File: config.mk
export PLATFORM = sky130hd
export DESIGN_NAME = i2c_master_ctrl
export DESIGN_NICKNAME = d
export VERILOG_FILES = /design/src/rtl/i2cm_pkg.sv /design/src/rtl/i2cm_baud.sv /design/src/rtl/i2cm_busmon.sv /design/src/rtl/i2cm_engine.sv /design/src/rtl/i2c_master_ctrl.sv
export SDC_FILE = /design/constraint.sdc
export NUM_CORES = 1
export LEC_CHECK = 0
export BUFFER_PORTS_ARGS = -buffer_cell sky130_fd_sc_hd__buf_2
export CAP_MARGIN = 10
export CORE_MARGIN = 2
export CORE_UTILIZATION = 24
export CTS_BUF_LIST = sky130_fd_sc_hd__clkbuf_8
export DETAILED_ROUTE_END_ITERATION = 8
export PLACE_DENSITY = 0.52
export SYNTH_ARGS = -nofsm -noshare
export SYNTH_HDL_FRONTEND = slang
export SYNTH_HIERARCHICAL = 1
export SYNTH_SLANG_ARGS = --single-unit
File: constraint.sdc
create_clock -name clk -period 4.1 [get_ports clk]
set_clock_uncertainty 0.15 [all_clocks]
set_input_delay 0.615 -clock clk [delete_from_list [all_inputs] [get_ports clk]]
set_output_delay 0.615 -clock clk [all_outputs]
set_load 0.05 [all_outputs]
File: src/rtl/i2cm_pkg.sv
package i2cm_pkg;

    localparam int BYTE_W = 8;
    localparam int STEP_W = 5;

    typedef enum logic [2:0] {
        OP_IDLE,
        OP_START,
        OP_RESTART,
        OP_STOP,
        OP_TX,
        OP_RX,
        OP_ACK
    } op_e;

    typedef struct packed {
        logic scl_low;
        logic sda_low;
    } drive_t;

    // index of the final half-period of each operation
    function automatic logic [STEP_W-1:0] op_last_step(op_e op);
        case (op)
            OP_START:   return STEP_W'(1);
            OP_RESTART: return STEP_W'(3);
            OP_STOP:    return STEP_W'(2);
            OP_TX:      return STEP_W'(2 * (BYTE_W + 1) - 1);
            OP_RX:      return STEP_W'(2 * BYTE_W - 1);
            OP_ACK:     return STEP_W'(1);
            default:    return '0;
        endcase
    endfunction

    // line drive for one half-period of an operation
    function automatic drive_t op_drive(op_e op, logic [STEP_W-1:0] step,
                                        logic [BYTE_W-1:0] sh, logic ackv);
        drive_t d;
        d = '0;
        case (op)
            OP_START: begin
                d.sda_low = 1'b1;
                d.scl_low = step[0];
            end
            OP_RESTART: begin
                d.scl_low = (step[1:0] == 2'd0) || (step[1:0] == 2'd3);
                d.sda_low = step[1];
            end
            OP_STOP: begin
                d.scl_low = (step[1:0] == 2'd0);
                d.sda_low = (step[1:0] != 2'd2);
            end
            OP_TX: begin
                d.scl_low = ~step[0];
                d.sda_low = step[4] ? 1'b0 : ~sh[3'd7 - step[3:1]];
            end
            OP_RX: begin
                d.scl_low = ~step[0];
                d.sda_low = 1'b0;
            end
            OP_ACK: begin
                d.scl_low = ~step[0];
                d.sda_low = ~ackv;
            end
            default: d = '0;
        endcase
        return d;
    endfunction

endpackage

File: src/rtl/i2cm_baud.sv
module i2cm_baud #(
    parameter int BAUD_W = 8
) (
    input  logic              clk,
    input  logic              rst,
    input  logic              run,
    input  logic [BAUD_W-1:0] reload,
    output logic              tick
);
    logic [BAUD_W-1:0] cnt;

    assign tick = run && (cnt == reload);

    always_ff @(posedge clk) begin
        if (rst || !run || tick) cnt <= '0;
        else                     cnt <= cnt + 1'b1;
    end

    // the detector needs a few clocks of each half-period
    assert_reload_floor_R2: assert property (@(posedge clk) disable iff (rst)
        run |-> (reload >= BAUD_W'(3)));

endmodule

File: src/rtl/i2cm_busmon.sv
module i2cm_busmon #(
    parameter int SYNC_STAGES = 2
) (
    input  logic clk,
    input  logic rst,
    input  logic scl_in,
    input  logic sda_in,
    output logic sda_s,
    output logic start_det,
    output logic stop_det
);
    logic [SYNC_STAGES-1:0] scl_sync, sda_sync;
    logic                   sda_prev, scl_s;

    always_ff @(posedge clk) begin
        if (rst) begin
            scl_sync <= '1;
            sda_sync <= '1;
            sda_prev <= 1'b1;
        end else begin
            scl_sync <= {scl_sync[SYNC_STAGES-2:0], scl_in};
            sda_sync <= {sda_sync[SYNC_STAGES-2:0], sda_in};
            sda_prev <= sda_s;
        end
    end

    assign scl_s     = scl_sync[SYNC_STAGES-1];
    assign sda_s     = sda_sync[SYNC_STAGES-1];
    assign start_det = scl_s && sda_prev && !sda_s;
    assign stop_det  = scl_s && !sda_prev && sda_s;

endmodule

File: src/rtl/i2cm_engine.sv
module i2cm_engine
    import i2cm_pkg::*;
(
    input  logic              clk,
    input  logic              rst,
    input  logic              enable,
    input  logic              bus_free,
    input  logic              tick,
    input  logic              cmd_start,
    input  logic              cmd_restart,
    input  logic              cmd_stop,
    input  logic              cmd_rx,
    input  logic              cmd_ack,
    input  logic              ack_nack,
    input  logic              tx_wr,
    input  logic [BYTE_W-1:0] tx_data,
    input  logic              sda_s,
    output op_e               op,
    output logic              run,
    output logic              done,
    output logic              scl_low,
    output logic              sda_low,
    output logic              wcol_evt,
    output logic              ack_status,
    output logic [BYTE_W-1:0] rx_data
);
    logic [STEP_W-1:0] step;
    logic [BYTE_W-1:0] sh, rx_sh;
    logic              ackv;
    drive_t            hold, cur;
    op_e               next_op;

    assign run      = (op != OP_IDLE);
    assign done     = run && tick && (step == op_last_step(op));
    assign cur      = run ? op_drive(op, step, sh, ackv) : hold;
    assign scl_low  = cur.scl_low;
    assign sda_low  = cur.sda_low;
    assign wcol_evt = enable && tx_wr && (next_op != OP_TX);

    // single-slot command acceptance, fixed priority
    always_comb begin
        next_op = OP_IDLE;
        if (enable && !run) begin
            if (cmd_start && bus_free) next_op = OP_START;
            else if (cmd_restart)      next_op = OP_RESTART;
            else if (cmd_stop)         next_op = OP_STOP;
            else if (tx_wr)            next_op = OP_TX;
            else if (cmd_rx)           next_op = OP_RX;
            else if (cmd_ack)          next_op = OP_ACK;
        end
    end

    always_ff @(posedge clk) begin
        if (rst || !enable) begin
            op   <= OP_IDLE;
            step <= '0;
            hold <= '0;
        end else if (!run) begin
            op   <= next_op;
            step <= '0;
        end else if (tick) begin
            if (done) begin
                op   <= OP_IDLE;
                hold <= cur;
            end else begin
                step <= step + 1'b1;
            end
        end
    end

    always_ff @(posedge clk) begin
        if (rst) begin
            sh         <= '0;
            rx_sh      <= '0;
            rx_data    <= '0;
            ackv       <= 1'b0;
            ack_status <= 1'b0;
        end else begin
            if (next_op == OP_TX)  sh   <= tx_data;
            if (next_op == OP_ACK) ackv <= ack_nack;
            if (run && tick) begin
                if (op == OP_TX && step == op_last_step(OP_TX))
                    ack_status <= sda_s;
                if (op == OP_RX && step[0]) begin
                    rx_sh <= {rx_sh[BYTE_W-2:0], sda_s};
                    if (done) rx_data <= {rx_sh[BYTE_W-2:0], sda_s};
                end
            end
        end
    end

    // during data clocks SDA holds while SCL stays high
    assert_sda_quiet_R4: assert property (@(posedge clk) disable iff (rst)
        (run && (op == OP_TX || op == OP_RX || op == OP_ACK) && $past(run)
         && ($past(op) == op) && !scl_low && !$past(scl_low))
        |-> $stable(sda_low));

    // no new operation is taken while one is running
    assert_single_op_R9: assert property (@(posedge clk) disable iff (rst)
        (run && !done && enable) |=> (op == $past(op)));

endmodule

File: src/rtl/i2c_master_ctrl.sv
module i2c_master_ctrl
    import i2cm_pkg::*;
#(
    parameter int BAUD_W = 8
) (
    input  logic              clk,
    input  logic              rst,
    input  logic              enable,
    input  logic [BAUD_W-1:0] baud_reload,
    input  logic              cmd_start,
    input  logic              cmd_restart,
    input  logic              cmd_stop,
    input  logic              cmd_rx,
    input  logic              cmd_ack,
    input  logic              ack_nack,
    input  logic              tx_wr,
    input  logic [7:0]        tx_data,
    input  logic              irq_clr,
    input  logic              wcol_clr,
    input  logic              scl_in,
    input  logic              sda_in,
    output logic              scl_oe,
    output logic              sda_oe,
    output logic              busy,
    output logic              irq,
    output logic              wcol,
    output logic              ack_status,
    output logic [7:0]        rx_data,
    output logic              start_seen,
    output logic              stop_seen
);
    logic tick, run, done, wcol_evt, sda_s, start_det, stop_det, suspend;
    op_e  op;

    i2cm_baud #(.BAUD_W(BAUD_W)) u_baud (
        .clk(clk), .rst(rst), .run(run), .reload(baud_reload), .tick(tick)
    );

    i2cm_busmon #(.SYNC_STAGES(2)) u_mon (
        .clk(clk), .rst(rst), .scl_in(scl_in), .sda_in(sda_in),
        .sda_s(sda_s), .start_det(start_det), .stop_det(stop_det)
    );

    i2cm_engine u_eng (
        .clk(clk), .rst(rst), .enable(enable),
        .bus_free(stop_seen || !start_seen), .tick(tick),
        .cmd_start(cmd_start), .cmd_restart(cmd_restart), .cmd_stop(cmd_stop),
        .cmd_rx(cmd_rx), .cmd_ack(cmd_ack), .ack_nack(ack_nack),
        .tx_wr(tx_wr), .tx_data(tx_data), .sda_s(sda_s),
        .op(op), .run(run), .done(done),
        .scl_low(scl_oe), .sda_low(sda_oe), .wcol_evt(wcol_evt),
        .ack_status(ack_status), .rx_data(rx_data)
    );

    assign busy    = run;
    assign suspend = (op == OP_START) || (op == OP_RESTART) || (op == OP_STOP);

    always_ff @(posedge clk) begin
        if (rst || !enable) begin
            start_seen <= 1'b0;
            stop_seen  <= 1'b0;
        end else if (done && (op == OP_START || op == OP_RESTART)) begin
            start_seen <= 1'b1;
            stop_seen  <= 1'b0;
        end else if (done && op == OP_STOP) begin
            start_seen <= 1'b0;
            stop_seen  <= 1'b1;
        end else if (!suspend && start_det) begin
            start_seen <= 1'b1;
            stop_seen  <= 1'b0;
        end else if (!suspend && stop_det) begin
            start_seen <= 1'b0;
            stop_seen  <= 1'b1;
        end
    end

    always_ff @(posedge clk) begin
        if (rst) begin
            irq  <= 1'b0;
            wcol <= 1'b0;
        end else begin
            if (done)         irq <= 1'b1;
            else if (irq_clr) irq <= 1'b0;
            if (wcol_evt)      wcol <= 1'b1;
            else if (wcol_clr) wcol <= 1'b0;
        end
    end

    assert_irq_on_done_R10: assert property (@(posedge clk) disable iff (rst)
        ($fell(busy) && enable) |-> irq);

    assert_wcol_busy_R9: assert property (@(posedge clk) disable iff (rst)
        (tx_wr && busy && enable) |=> wcol);

    assert_status_clear_R1: assert property (@(posedge clk) disable iff (rst)
        !enable |=> (!start_seen && !stop_seen && !busy));

    assert_status_excl_R8: assert property (@(posedge clk) disable iff (rst)
        $onehot0({start_seen, stop_seen}));

endmodule

==> summary.md <==
| Metric | Value |
|---|---|
| Status | finished clean |
| Drt via density | 4.72 |
| Total Power | 910 µW |
| WHS Path Cells | 1 |
| Area Overhead vs Synth | 16.6% |
| FP Rows | 38 |
| Share of cells above drive strength 1 | 0.207 |
| Routed len/inst | 12.6 µm |
| Leakage | 0.00128 µW |
| Post-route worst setup slack | 0.924 ns |
| Remaining Overflow, GRT | 0 |
| Max Freq | 315 MHz |
| Max VDD drop | 0.000161 V |
| Synth warnings | 6 |
| Core area | 10900 µm² |
| Initial antenna violation count | 0 |
| Post-CTS setup buffer count | 0 |
| Library cells used by synthesis | 60 |
| Port Buffers | 45 |
| FFs w/ async S/R, synth | 0 |
| Ys flop type | dfxtp_1 |
| Root Buffer | clkbuf_8 |
| 1st-iter DRT viols | 143 |
| Mapped Cells | 295 |
| RSZ-0062 raised after global routing | no |
| PwrDens | 287 nW/µm² |
| Data required, critical path | 3.34 ns |
| Slew @ Worst Pin | 0.699 ns |
| Yosys top cell area share | 0.383 |
| Max-Slew Margin vs Limit | 0.531 |
| WP data arrival | 2.41 ns |
| H-tree levels | 2 |
| Sum of negative setup slack | 0 ns |
| Final Slew Violations | 0 |
| Register bit count reported by yosys | 52 |
| Setup crit start kind | register |
| Skew-Pair Late Insertion Delay | 0.31 ns |
| Crit share post-route | 0.775 |
| Layout Nets | 372 |
| Via Count | 2256 |
| Setup WS pre-CTS | 0.694 ns |
| Synthesized area | 2720 µm² |
| Hold Fails Final Rpt | 0 |
| ANT nets after route | 0 |
| Final Setup Violations | 0 |
| Largest net degree at the start of global routing | 37 |
| Period minus WS final | 3.18 ns |
| Num CTS Buffers | 5 |
| Global-route wire length before repair | 10.0 mm |
| Post-DP HPWL | 4.48 mm |
| Clock sink total | 52 |
| Hold_buf cts | 0 |
| Clock-pin slew on the worst setup and hold paths | 0.10 ns |
| Number of enable flip-flop cells after synthesis | 0 |
| Die width | 110 µm |
| Dpl cells | 470 |
| Most frequent cells after synthesis | 52 x dfxtp_1, 40 x nor2_1, 28 x mux2i_1, 15 x a21oi_1, 12 x inv_1 |
| Post_cts resized | 0 |
| CP endpoint kind | primary output |
| Total GRT Usage | 0.105 |
| Hold Path Class | register to register |
| Full die area | 12200 µm² |
| First-pass detailed-route iteration total | 4 |
| Vias in the first global route | 2093 |
| Maximum clock path buffer count | 2 |
| GPL Wtd Cong | 0.834 |
| Final Non-Filler Cells | 478 |
| Critical path peak fanout | 13 |
| Synthesized Nets | 330 |
| Initial Util | 0.248 |
| TritonCTS clock tree | built |
| Register area share after synthesis | 0.383 |
| Yosys top cell by area | dfxtp_1 |
| DRC violation count after routing | 0 |
| Total wire length | 6.04 mm |
| I/O pin count | 46 |
| N_diodes | 0 |
| Worst R2R Path Depth | 12 |
| Syn Area/Cell | 9.20 µm² |
| Die height | 110 µm |
| Setup CP Type | register to primary output |
| Most common cell in the netlist | dfxtp_1 |
| Synth top area cells | dfxtp_1 38%, mux2i_1 10%, nor2_1 5.5% |
| Number of max-cap violations | 0 |
-- path summary, 6_finish.rpt --
kind / start / to / slack [ns]
max: u_eng/step[0] / scl_oe / 0.92
min: u_mon/sda_sync[0] / u_mon/sda_sync[1] / 0.26
max reg2reg: u_baud/cnt[2] / stop_seen / 1.01
min reg2reg: u_mon/sda_sync[0] / u_mon/sda_sync[1] / 0.26
-- per-stage QoR --
step | util | hold WS, ns | cell area, µm²
after floorplan | - | 0.233 | 2720
after global placement | 0.281 | 0.236 | 3070
after detailed placement | 0.281 | 0.245 | 3070
after CTS | 0.289 | 0.270 | 3170
after global routing | 0.289 | 0.285 | 3170
final | 0.289 | 0.264 | 3170
-- logic make-up after synthesis --
| logic type | share of synthesized area |
|---|---|
| fa+ha+maj | 0.0230 |
| mux | 0.120 |
| flops | 0.383 |
| xor+xnor | 0.0447 |
| buf+inv | 0.0456 |
| simple gates | 0.227 |
| compound gates | 0.156 |
-- cell type report --
class,count,area (µm²)
fillers,1172,7770
multi-input cells,216,1550
clock buffers,5,68.8
flip-flops and latches,52,1040
well taps,140,175
repair buffers,49,255
clock inverters,3,26.3
inverters,13,48.8
-- per-layer routing --
| metal | global-route usage | vias up | wire (µm) |
|---|---|---|---|
| met3 | 0.0206 | 8 | 178 |
| met5 | 0 | - | 0 |
| met4 | 0.0482 | 0 | 129 |
| met2 | 0.165 | 38 | 2930 |
| met1 | 0.139 | 1069 | 2800 |
| li1 | - | 1141 | - |
-- registers in the layout, indices dropped and copies added, names as in the netlist, 3 cells and up --
signal,flops
u_baud/cnt,8
u_eng/rx_data,8
u_eng/sh,8
u_eng/rx_sh,7
u_eng/step,5
u_eng/op,3
-- power by group --
part | total [µW] | switching [µW] | internal (µW)
clock | 306 | 180 | 126
sequential | 515 | 4.62 | 510
combinational | 89.3 | 56.4 | 32.9
total | 910 | 241 | 669
-- critical path: stages, from the launching register on --
cell	delay (ns)
dfxtp_1	0.63
inv_1	0.20
ha_1	0.34
and2_1	0.16
o31a_1	0.23
a21oi_1	0.22
buf_2	0.32
-- cell usage in the layout (no fill, tap or decap), types with 3 or more instances in the layout --
| cell type | count |
|---|---|
| and2_1 | 4 |
| xor2_1 | 10 |
| or2_1 | 6 |
| a211oi_1 | 6 |
| nand3_1 | 8 |
| nand2_1 | 9 |
| nor3_1 | 3 |
| dfxtp_1 | 52 |
| buf_2 | 45 |
| mux2i_1 | 28 |
| nor2b_1 | 3 |
| a21oi_1 | 15 |
| nand4_1 | 5 |
| buf_4 | 4 |
| clkbuf_8 | 5 |
| nand2b_1 | 6 |
| nand3b_1 | 3 |
| nor2_1 | 40 |
| ha_1 | 5 |
| inv_1 | 12 |
| o21ai_0 | 9 |
| a221oi_1 | 3 |
| or3_1 | 7 |
| nor4_1 | 3 |
Power figures use the tool's default switching activity.
